==> config.mk <==
export PLATFORM = sky130hd
export DESIGN_NAME = lpm_wake_ctrl
export DESIGN_NICKNAME = d
export VERILOG_FILES = /design/src/rtl/lpm_pkg.sv /design/src/rtl/lpm_rtc_chain.sv /design/src/rtl/lpm_wake_detect.sv /design/src/rtl/lpm_seq.sv /design/src/rtl/lpm_wake_ctrl.sv
export SDC_FILE = /design/constraint.sdc
export NUM_CORES = 1
export LEC_CHECK = 0
export BUFFER_PORTS_ARGS = -buffer_cell sky130_fd_sc_hd__buf_2
export CAP_MARGIN = 25
export CORE_AREA = 4 4 113 61
export CTS_CLUSTER_DIAMETER = 50
export DETAILED_ROUTE_END_ITERATION = 10
export DIE_AREA = 0 0 117 65
export PLACE_DENSITY = 0.66
export SLEW_MARGIN = 20
export SYNTH_ARGS = -nofsm -noshare
export SYNTH_HDL_FRONTEND = slang
export SYNTH_SLANG_ARGS = --single-unit
==> constraint.sdc <==
create_clock -name clk -period 6.3 [get_ports clk]
set_input_delay 1.575 -clock clk [delete_from_list [all_inputs] [get_ports clk]]
set_output_delay 1.575 -clock clk [all_outputs]
set_load 0.005 [all_outputs]
==> src/rtl/lpm_pkg.sv <==
`timescale 1ns/1ps
package lpm_pkg;
   typedef enum logic [1:0] {
      MODE_FAST = 2'b00,
      MODE_SLOW = 2'b01,
      MODE_IDLE = 2'b10,
      MODE_STBY = 2'b11
   } lp_mode_e;

   typedef enum logic [1:0] {
      ST_RUN   = 2'd0,
      ST_SLEEP = 2'd1,
      ST_WRST  = 2'd2
   } lp_state_e;

   localparam int N_TAPS = 4;
endpackage

==> src/rtl/lpm_rtc_chain.sv <==
`timescale 1ns/1ps
module lpm_rtc_chain import lpm_pkg::*; #(
   parameter int TICKS_PER_SEC = 32768,
   parameter int SEC_PER_MIN   = 60,
   parameter int MIN_PER_HOUR  = 60,
   parameter int HOUR_PER_DAY  = 24
) (
   input  logic              clk,
   input  logic              por_n,
   output logic [N_TAPS-1:0] tap_o
);
   localparam int PRE_W = $clog2(TICKS_PER_SEC);
   localparam int MAXM  = (SEC_PER_MIN > MIN_PER_HOUR) ?
                          ((SEC_PER_MIN > HOUR_PER_DAY) ? SEC_PER_MIN : HOUR_PER_DAY) :
                          ((MIN_PER_HOUR > HOUR_PER_DAY) ? MIN_PER_HOUR : HOUR_PER_DAY);
   localparam int MOD_W = $clog2(MAXM) + 1;

   if (TICKS_PER_SEC < 2) begin : g_bad_pre
      $error("TICKS_PER_SEC must be at least 2");
   end
   if (SEC_PER_MIN < 1 || MIN_PER_HOUR < 1 || HOUR_PER_DAY < 1) begin : g_bad_mod
      $error("tick chain moduli must be positive");
   end

   logic [PRE_W-1:0] pre_q;

   // cleared by power-on reset only
   always_ff @(posedge clk or negedge por_n) begin
      if (!por_n) pre_q <= '0;
      else if (pre_q == PRE_W'(TICKS_PER_SEC - 1)) pre_q <= '0;
      else pre_q <= pre_q + 1'b1;
   end

   assign tap_o[0] = (pre_q == PRE_W'(TICKS_PER_SEC - 1));

   for (genvar g = 1; g < N_TAPS; g++) begin : g_stage
      localparam int M = (g == 1) ? SEC_PER_MIN : ((g == 2) ? MIN_PER_HOUR : HOUR_PER_DAY);
      logic [MOD_W-1:0] cnt_q;
      always_ff @(posedge clk or negedge por_n) begin
         if (!por_n) cnt_q <= '0;
         else if (tap_o[g-1]) begin
            if (cnt_q == MOD_W'(M - 1)) cnt_q <= '0;
            else cnt_q <= cnt_q + 1'b1;
         end
      end
      assign tap_o[g] = tap_o[g-1] && (cnt_q == MOD_W'(M - 1));
   end


   sec_tick_single_chk: assert property (@(posedge clk) disable iff (!por_n)
      tap_o[0] |=> !tap_o[0]);
endmodule

==> src/rtl/lpm_wake_detect.sv <==
`timescale 1ns/1ps
module lpm_wake_detect #(
   parameter int N_PORTS      = 4,
   parameter bit POLL_SUPPORT = 1'b1
) (
   input  logic               clk,
   input  logic               por_n,
   input  logic [N_PORTS-1:0] port_i,
   input  logic [N_PORTS-1:0] port_en,
   input  logic [N_PORTS-1:0] port_pol,
   input  logic               poll_en,
   input  logic               poll_tick,
   output logic               poll_pulse_o,
   output logic               edge_o
);
   if (N_PORTS < 1) begin : g_bad_ports
      $error("N_PORTS must be at least 1");
   end

   logic [N_PORTS-1:0] sync1_q, sync2_q, samp_q, samp_d1_q;

   always_ff @(posedge clk or negedge por_n) begin
      if (!por_n) begin
         sync1_q   <= '0;
         sync2_q   <= '0;
         samp_d1_q <= '0;
      end else begin
         sync1_q   <= port_i;
         sync2_q   <= sync1_q;
         samp_d1_q <= samp_q;
      end
   end

   if (POLL_SUPPORT) begin : g_poll
      logic pulse_q;
      always_ff @(posedge clk or negedge por_n) begin
         if (!por_n) begin
            pulse_q <= 1'b0;
            samp_q  <= '0;
         end else begin
            pulse_q <= poll_en && poll_tick;
            if (!poll_en || pulse_q) samp_q <= sync2_q;
         end
      end
      assign poll_pulse_o = pulse_q;


      poll_capture_chk: assert property (@(posedge clk) disable iff (!por_n)
         ($past(poll_en) && !$stable(samp_q)) |-> $past(pulse_q));
   end else begin : g_direct
      logic unused_poll;
      assign unused_poll = poll_en ^ poll_tick;
      always_ff @(posedge clk or negedge por_n) begin
         if (!por_n) samp_q <= '0;
         else samp_q <= sync2_q;
      end
      assign poll_pulse_o = 1'b0;
   end

   logic [N_PORTS-1:0] rise, fall;
   assign rise   = samp_q & ~samp_d1_q;
   assign fall   = ~samp_q & samp_d1_q;
   assign edge_o = |(port_en & ((port_pol & rise) | (~port_pol & fall)));
endmodule

==> src/rtl/lpm_seq.sv <==
`timescale 1ns/1ps
module lpm_seq import lpm_pkg::*; #(
   parameter int MIN_RST = 4
) (
   input  logic       clk,
   input  logic       por_n,
   input  logic       wr_en,
   input  logic [1:0] wr_data,
   input  logic       wake,
   input  logic       int_rst_busy,
   output logic [1:0] mode_o,
   output logic       rst_pin_n,
   output logic       core_rst,
   output logic       port_rst,
   output logic       clk_run_en,
   output logic       main_reg_en,
   output logic       aux_reg_en
);
   localparam int CW = $clog2(MIN_RST + 1);
   localparam logic [CW-1:0] CNT_LAST = CW'(MIN_RST - 1);

   if (MIN_RST < 1) begin : g_bad_min
      $error("MIN_RST must be at least 1");
   end

   lp_state_e state_q;
   lp_mode_e  mode_q;
   logic      stby_q;
   logic [CW-1:0] cnt_q;
   logic      wr_sleep;

   assign wr_sleep = wr_en && (wr_data == MODE_IDLE || wr_data == MODE_STBY);

   always_ff @(posedge clk or negedge por_n) begin
      if (!por_n) begin
         state_q <= ST_RUN;
         mode_q  <= MODE_FAST;
         stby_q  <= 1'b0;
         cnt_q   <= '0;
      end else begin
         unique case (state_q)
            ST_RUN: begin
               if (wr_en) mode_q <= lp_mode_e'(wr_data);
               if (wr_sleep) begin
                  state_q <= ST_SLEEP;
                  stby_q  <= (wr_data == MODE_STBY);
               end
            end
            ST_SLEEP: begin
               if (wake) begin
                  state_q <= ST_WRST;
                  cnt_q   <= '0;
               end
            end
            ST_WRST: begin
               if (cnt_q != CNT_LAST) cnt_q <= cnt_q + 1'b1;
               else if (!int_rst_busy) begin
                  state_q <= ST_RUN;
                  mode_q  <= MODE_FAST;
               end
            end
            default: state_q <= ST_RUN;
         endcase
      end
   end

   assign mode_o      = mode_q;
   assign rst_pin_n   = (state_q != ST_WRST);
   assign core_rst    = (state_q != ST_RUN);
   assign port_rst    = (state_q != ST_RUN) && stby_q;
   assign clk_run_en  = (state_q != ST_SLEEP);
   assign main_reg_en = (state_q != ST_SLEEP);
   assign aux_reg_en  = !((state_q == ST_SLEEP) && stby_q);

   // consecutive low cycles of the pin, for the minimum-width check
   logic [CW-1:0] low_run_q;
   always_ff @(posedge clk or negedge por_n) begin
      if (!por_n) low_run_q <= '0;
      else if (rst_pin_n) low_run_q <= '0;
      else if (low_run_q != CW'(MIN_RST)) low_run_q <= low_run_q + 1'b1;
   end


   stby_entry_chk: assert property (@(posedge clk) disable iff (!por_n)
      (state_q == ST_RUN && wr_en && wr_data == MODE_STBY)
      |=> (!main_reg_en && !aux_reg_en && port_rst && !clk_run_en));

   idle_entry_chk: assert property (@(posedge clk) disable iff (!por_n)
      (state_q == ST_RUN && wr_en && wr_data == MODE_IDLE)
      |=> (!main_reg_en && aux_reg_en && !port_rst && core_rst));

   rst_width_chk: assert property (@(posedge clk) disable iff (!por_n)
      $rose(rst_pin_n) |-> (low_run_q == CW'(MIN_RST)));

   fast_after_wake_chk: assert property (@(posedge clk) disable iff (!por_n)
      $rose(rst_pin_n) |-> (mode_o == MODE_FAST && main_reg_en && clk_run_en));

   sleep_mode_hold_chk: assert property (@(posedge clk) disable iff (!por_n)
      (state_q == ST_SLEEP) |=> $stable(mode_o));
endmodule

==> src/rtl/lpm_wake_ctrl.sv <==
`timescale 1ns/1ps
module lpm_wake_ctrl import lpm_pkg::*; #(
   parameter int N_PORTS       = 4,
   parameter int TICKS_PER_SEC = 32768,
   parameter int SEC_PER_MIN   = 60,
   parameter int MIN_PER_HOUR  = 60,
   parameter int HOUR_PER_DAY  = 24,
   parameter int MIN_RST       = 4,
   parameter bit POLL_SUPPORT  = 1'b1
) (
   input  logic               clk,
   input  logic               por_n,
   input  logic               mode_wr_en,
   input  logic [1:0]         mode_wr_data,
   output logic [1:0]         mode_o,
   input  logic [1:0]         wake_tick_sel,
   input  logic               rtc_wake_en,
   input  logic               poll_en,
   input  logic [1:0]         poll_tick_sel,
   input  logic [N_PORTS-1:0] port_en,
   input  logic [N_PORTS-1:0] port_pol,
   input  logic [N_PORTS-1:0] wake_port_i,
   output logic               poll_pulse_o,
   input  logic               int_rst_busy,
   output logic               rst_pin_n,
   output logic               core_rst,
   output logic               port_rst,
   output logic               clk_run_en,
   output logic               main_reg_en,
   output logic               aux_reg_en
);
   logic [N_TAPS-1:0] taps;
   logic wake_tick, poll_tick, port_edge, wake;

   lpm_rtc_chain #(
      .TICKS_PER_SEC(TICKS_PER_SEC), .SEC_PER_MIN(SEC_PER_MIN),
      .MIN_PER_HOUR(MIN_PER_HOUR),   .HOUR_PER_DAY(HOUR_PER_DAY)
   ) u_rtc (
      .clk(clk), .por_n(por_n), .tap_o(taps)
   );

   assign wake_tick = taps[wake_tick_sel];
   assign poll_tick = taps[poll_tick_sel];

   lpm_wake_detect #(.N_PORTS(N_PORTS), .POLL_SUPPORT(POLL_SUPPORT)) u_det (
      .clk(clk), .por_n(por_n), .port_i(wake_port_i), .port_en(port_en),
      .port_pol(port_pol), .poll_en(poll_en), .poll_tick(poll_tick),
      .poll_pulse_o(poll_pulse_o), .edge_o(port_edge)
   );

   assign wake = port_edge || (rtc_wake_en && wake_tick);

   lpm_seq #(.MIN_RST(MIN_RST)) u_seq (
      .clk(clk), .por_n(por_n), .wr_en(mode_wr_en), .wr_data(mode_wr_data),
      .wake(wake), .int_rst_busy(int_rst_busy), .mode_o(mode_o),
      .rst_pin_n(rst_pin_n), .core_rst(core_rst), .port_rst(port_rst),
      .clk_run_en(clk_run_en), .main_reg_en(main_reg_en), .aux_reg_en(aux_reg_en)
   );


   wake_scope_chk: assert property (@(posedge clk) disable iff (!por_n)
      !rst_pin_n |-> (core_rst && main_reg_en && aux_reg_en));
endmodule

==> summary.md, run 1 <==
| Metric | Value |
|---|---|
| Top achievable clock speed | `roughly 340 MHz` |
| Vias in the first global route | `1,966` |
| Ports | `33` |
| Yosys cell types | `44` |
| Mapped Cells | `266` |
| Die Ht | `65 µm` |
| Core Rows | `20` |
| Via density | `5.317` |
| Routed Wire Length | `5377 µm` |
| Critical path's slowest cell | `dfrtp_1` |
| Hold Startpoint | `u_det.sync1_q[0]$_DFF_PN0_` |
| First DRT Iteration DRCs | `125` |
| Synth warn | `0` |
| GP Congestion | `0.7986` |
| CTS Sinks | `61` |
| Clk buf depth | `2` |
| Hold crit path type | `flop to flop` |
| Critical-path cell list | `inv_1 > ha_1 > inv_1 > buf_2` |
| Leading post-synthesis cells by cell area | `dfrtp_1 (53%), nand2_1 (4.6%), ha_1 (4.3%)` |
| Nets | `about 340` |
| DR WL/cell | `13.86 µm` |
| FF/Latch Area | `0.001526 mm²` |
| Remaining antenna violation count after routing | `0` |
| Synth Flop Type | `dfrtp_1` |
| Pins Over Slew Limit | `0` |
| CTS tree | `yes` |
| Setup crit start kind | `flop` |
| Total number of vias | `2,063` |
| Crit Path Max Fanout | `7` |
| Detailed-router iteration count before antenna repair | `4` |
| Outcome | `finished clean` |
| CP most frequent cell | `inv_1` |
| Setup crit end kind | `output pin` |
| Clk_lat worst skew | `0.32 ns` |
| Power density over the cells | `roughly 310 mW/mm²` |
| Critical path class | `flop to output pin` |
| Fin util | `57.67%` |
| # Max-Cap Violations | `0` |
| Critical path required time | `4.72 ns` |
| Psw | `around 270 µW` |
| Seq cells post-synth | `61` |
| Port Buffer Count | `32` |
| Worst vdd ir | `166.1 µV` |
| Logic pwr share | `16.4%` |
| H-tree levels | `3` |
| Synth Cell Area | `0.002878 mm²` |
| Top-area cell type share of the netlist area | `between 50% and 60%` |
| Reg clk slew, reported paths | `0.05 ns` |
| Final min period | `between 2 and 3 ns` |
| CTS root buffer | `clkbuf_16` |
| RSZ-0062 raised after global routing | `false` |
| Power Internal | `approximately 800 µW` |
| First-pass GRT wire length | `9363 µm` |
| Leakage | `0.001642 µW` |
| Core Footprint | `0.005906 mm²` |
| Slew headroom | `36.40%` |
| Post-CTS Setup Bufs | `0` |
| # hold bufs at CTS | `0` |
| Die area | `around 0.0076 mm²` |
| Antenna violations before repair | `0` |
| HPWL after detailed placement | `3892 µm` |
| CTS resizes | `0` |
| Worst Max-Slew Pin Slew | `0.9469 ns` |
| Setup TNS | `0 ns` |
| # DRC | `0` |
| Cell with the most instances after synthesis | `dfrtp_1` |
| Share of post-route cells with drive strength above 1 | `between 20% and 30%` |
| Register area share after synthesis | `between 50% and 60%` |
| Die width | `117 µm` |
| R2R Path Start | `u_rtc.pre_q[4]$_DFF_PN0_` |
| Initial Utilization | `about half` |
| P&R area growth vs syn | `18.35%` |
| Mean post-synth cell area | `about 11 µm²` |
| Post-synth EDFFs | `0` |
| Syn_nets | `300` |
| Ranking of synthesized cells by instance count | `dfrtp_1 (61), nand2_1 (35), nor2_1 (21), o21ai_0 (14)` |
| Yosys top cell by area | `dfrtp_1` |
| Sw Share | `approximately 26%` |
| CP Launch Point | `u_seq.state_q[0]$_DFFE_PN0P_` |
| Finish-stage setup viols | `0` |
| Largest net degree at the start of global routing | `62` |
| GR Overflow Total | `0` |
| Clk pwr share | `between 40% and 50%` |
| TritonCTS buffer count | `9` |
| Slowest stage delay, CP | `0.41 ns` |
| Clock skew | `slightly below 0.005 ns` |
| Part of the cycle the worst path needs | `a little under half` |
| Fillers | `486` |
| Ant. Diodes | `0` |
| Sequential share of power | `about two fifths` |
| WP data arrival | `approximately 1.4 ns` |
| Multi-input combinational cell area | `0.001287 mm²` |
| Asr flop ratio synth | `100.0%` |
| Gr usage total | `16.22%` |
| Fin. Hold Viols | `0` |
[power groups by stage]
stage / clock network, µW / logic, µW / registers, µW
2_1_floorplan: 0 / 117 / 442
3_3_place_gp: 0 / 173 / 445
3_5_place_dp: 0 / 176 / 447
4_1_cts: 462 / 177 / 441
5_1_grt: 483 / 202 / 444
6_report: 450 / 175 / 441
[layout by cell type (no fill, tap or decap), drive strengths merged, types with 4 or more instances in the layout]
cell,instances
dfrtp,61
nand2,35
buf,34
nor2,21
o21ai,14
clkbuf,14
nand3,12
xor2,12
inv,11
ha,10
nand4,9
mux2,9
xnor2,8
and3,7
a21oi,5
a21boi,4
a31oi,4
nor3,4
o31ai,4
[area by class of cell]
| type | count | share of cell area (%) |
|---|---|---|
| tap | 77 | 2.829 |
| multi-input combinational | 190 | 37.80 |
| clock inverter | 1 | 0.1470 |
| sequential | 61 | 44.82 |
| timing repair buffer | 34 | 5.143 |
| inverter | 11 | 1.212 |
| clock buffer | 14 | 8.046 |
[cell families (layout without fill, tap and decap cells)]
group | after synthesis | count (layout) | share of synthesized area, %
AO/OA/AOI/OAI | 41 | 41 | 10.13
XOR/XNOR | 20 | 20 | 6.087
adder cells (fa/ha/maj) | 10 | 10 | 4.348
buffers and inverters | 15 | 60 | 2.217
flip-flops | 61 | 61 | 53.04
multiplexers | 10 | 10 | 3.870
AND/OR/NAND/NOR | 109 | 109 | 20.30
[routing by layer]
layer | up-vias | track usage [%] | share of wire [%]
met2 | 52 | 22.31 | 41
met5 | - | 0 | 0
met4 | 0 | 4.721 | 1.2
met3 | 9 | 6.810 | 6.0
li1 | 1020 | - | -
met1 | 982 | 23.21 | 52
[worst max-delay path: cells and delay by family (launching register included)]
kind / cells / cell delay, ns
flops: 1 / 0.41
fa+ha+maj: 1 / 0.28
buf+inv: 3 / 0.36
[registers in the layout, indices dropped and copies added (netlist names)]
name,count
u_det.poll_pulse_o,1
u_det.samp_d1_q,4
u_det.samp_q,4
u_det.sync1_q,4
u_det.sync2_q,4
u_rtc.g_stage.cnt_q,21
u_rtc.pre_q,15
u_seq.cnt_q,3
u_seq.mode_o,2
u_seq.state_q,2
u_seq.stby_q,1
[path summary, 6_finish.rpt]
kind                                                         endpoint  slack, ns  cells after the start
worst max-delay path                                        rst_pin_n       3.35                      4
worst min-delay path                       u_det.sync2_q[0]$_DFF_PN0_       0.35                      0
worst max register to register  u_rtc.g_stage[3].cnt_q[5]$_DFFE_PN0N_       3.70                      6
worst min register to register             u_det.sync2_q[0]$_DFF_PN0_       0.35                      0
max in group asynchronous                 u_det.samp_q[0]$_DFFE_PN0P_       4.39                      2
min in group asynchronous                    u_rtc.pre_q[7]$_DFF_PN0_       1.39                      2
[metrics by stage]
step | hold WS, ns | setup slack, ns | area (µm²) | total power, µW | instances
after floorplan | 0.3312 | 3.378 | 2878 | 558.9 | 266
after global placement | 0.3316 | 3.125 | 3127 | 618.4 | 373
after detailed placement | 0.3362 | 3.103 | 3127 | 623.6 | 373
after CTS | 0.3472 | 3.351 | 3406 | 1079 | 388
after global routing | 0.3538 | 3.238 | 3406 | 1129 | 388
final | 0.3462 | 3.347 | 3406 | 1065 | 388
No activity file was read; power rests on OpenSTA's default activity.
==> inputs of run 2 (changes only) <==
PLACE_DENSITY = 0.68   (was 0.66)
clock period = 2.63 ns   (was 6.3 ns; I/O delays follow)
==> run 2 against run 1 <==
  * Sequential power increased by 140%
  * Clock power increased by 140%
  * Final area increased by 0.81%
==> summary.md, run 2 (synthesized netlist as in run 1, its figures left out) <==
| Metric | Value |
|---|---|
| Setup TNS | `0 ns` |
| CTS tree | `yes` |
| Most flops, register | `u_rtc.g_stage.cnt_q` |
| CTS root buffer | `clkbuf_16` |
| Antenna violations before repair | `0` |
| FF/Latch Area | `0.001526 mm²` |
| Die Ht | `65 µm` |
| Multi-input combinational cell area | `approximately 0.0013 mm²` |
| CTS resizes | `0` |
| GR Overflow Total | `0` |
| Reg clk slew, reported paths | `0.05 ns` |
| # DRC | `0` |
| TritonCTS buffer count | `9` |
| Power density over the cells | `748.5 mW/mm²` |
| Total number of vias | `2,073` |
| Remaining antenna violation count after routing | `0` |
| Die area | `0.007605 mm²` |
| H-tree levels | `3` |
| Share of post-route cells with drive strength above 1 | `21.41%` |
| R2R Path Start | `u_seq.cnt_q[0]$_DFFE_PN0P_` |
| Routed Wire Length | `5637 µm` |
| Critical path's slowest cell | `o21ai_0` |
| Top achievable clock speed | `roughly 440 MHz` |
| RSZ-0062 raised after global routing | `false` |
| Worst setup margin | `0.3354 ns` |
| Finish-stage setup viols | `0` |
| Detailed-router iteration count before antenna repair | `4` |
| Clk buf depth | `2` |
| CP top delay family | `compound AO/OA/AOI/OAI gates` |
| Nets | `around 340` |
| Post-route cell area | `between 0.003 and 0.004 mm²` |
| CTS Sinks | `61` |
| P&R area growth vs syn | `19.30%` |
| Largest regs | `u_rtc.g_stage.cnt_q (21), u_rtc.pre_q (15)` |
| Area of placed instances | `roughly 0.0032 mm²` |
| Critical path class | `flop to flop` |
| Die width | `117 µm` |
| # hold bufs at CTS | `0` |
| Clk_lat worst skew | `0.32 ns` |
| Vias in the first global route | `2,053` |
| Ant. Diodes | `0` |
| Post-CTS Setup Bufs | `0` |
| Reg2reg setup slack | `around 0.34 ns` |
| Port Buffer Count | `32` |
| Core Footprint | `0.005906 mm²` |
| Critical path required time | `2.83 ns` |
| Final min period | `2.295 ns` |
| Via density | `5.315` |
| Pins Over Slew Limit | `0` |
| First-pass GRT wire length | `9846 µm` |
| Setup crit end kind | `flop` |
| CP Buf/Inv Count | `1` |
| # Max-Cap Violations | `0` |
| Commonest non-fill, non-tap cell in the layout | `dfrtp_1` |
| Fin. Hold Viols | `0` |
| Core Rows | `20` |
| Slew headroom | `about three fifths` |
| Crit Path Max Fanout | `5` |
| Ports | `33` |
| Outcome | `finished clean` |
| Gr usage total | `17.12%` |
| WP data arrival | `2.50 ns` |
| HPWL after detailed placement | `4007 µm` |
| Slowest stage delay, CP | `0.41 ns` |
| First DRT Iteration DRCs | `119` |
| Critical-path cell list | `ha_1 > ha_1 > inv_1 > o21ai_0 > nand2_1 > o31ai_2 > nand2_1 > mux2_1` |
| GP Congestion | `0.7864` |
| Largest net degree at the start of global routing | `41` |
| Part of the cycle the worst path needs | `87.25%` |
| Initial Utilization | `48.73%` |
| Setup crit start kind | `flop` |
| DR WL/cell | `14.45 µm` |
| Max reg flops | `21` |
| Leakage | `0.001658 µW` |
| CP Launch Point | `u_seq.cnt_q[0]$_DFFE_PN0P_` |
| Hold crit path type | `input pin to async pin` |
| Worst Max-Slew Pin Slew | `0.6236 ns` |
| Fillers | `508` |
| Worst slack, placed | `0.3770 ns` |
| Most frequent cells in the layout | `dfrtp_1 (61), nand2_1 (35), buf_2 (32)` |
| Clock skew | `between 0.004 and 0.005 ns` |
| Worst vdd ir | `436.1 µV` |
-- run 2: layout make-up --
cell class / count / area share, %
inverter: 11 / 1.203
timing repair buffer: 36 / 5.904
multi-input combinational: 190 / 37.50
clock buffer: 14 / 7.981
sequential: 61 / 44.46
clock inverter: 1 / 0.1458
tap: 77 / 2.806
-- run 2: path summary, 6_finish.rpt --
check / endpoint / cells past startpoint
setup / recovery: u_seq.state_q[1]$_DFFE_PN0P_ / 8
hold / removal: u_rtc.pre_q[6]$_DFF_PN0_ / 1
setup reg to reg: u_seq.state_q[1]$_DFFE_PN0P_ / 8
hold reg to reg: u_det.sync2_q[3]$_DFF_PN0_ / 0
max in group asynchronous: u_det.samp_q[0]$_DFFE_PN0P_ / 2
min in group clk: u_det.sync2_q[3]$_DFF_PN0_ / 0
-- run 2: layer usage --
metal,GRT usage (%),wire length [µm],vias to the layer above
met4,4.292,58,0
met5,0,0,-
met1,23.96,2982,1009
li1,-,-,1027
met2,24.65,2338,30
met3,6.996,257,7
-- run 2: report_power, final --
part | internal, µW | switching, µW
sequential | 1010 | 49.0
combinational | 192 | 236
clock | 707 | 379
-- run 2: metrics by stage --
| step | instances | utilization, % | power, µW | hold WS, ns |
|---|---|---|---|---|
| after floorplan | 266 | - | 1339 | 0.3312 |
| after global placement | 375 | 53.41 | 1479 | 0.3324 |
| after detailed placement | 375 | 53.41 | 1493 | 0.3365 |
| after CTS | 390 | 58.14 | 2609 | 0.3164 |
| after global routing | 390 | 58.14 | 2715 | 0.3474 |
| final | 390 | 58.14 | 2570 | 0.3057 |
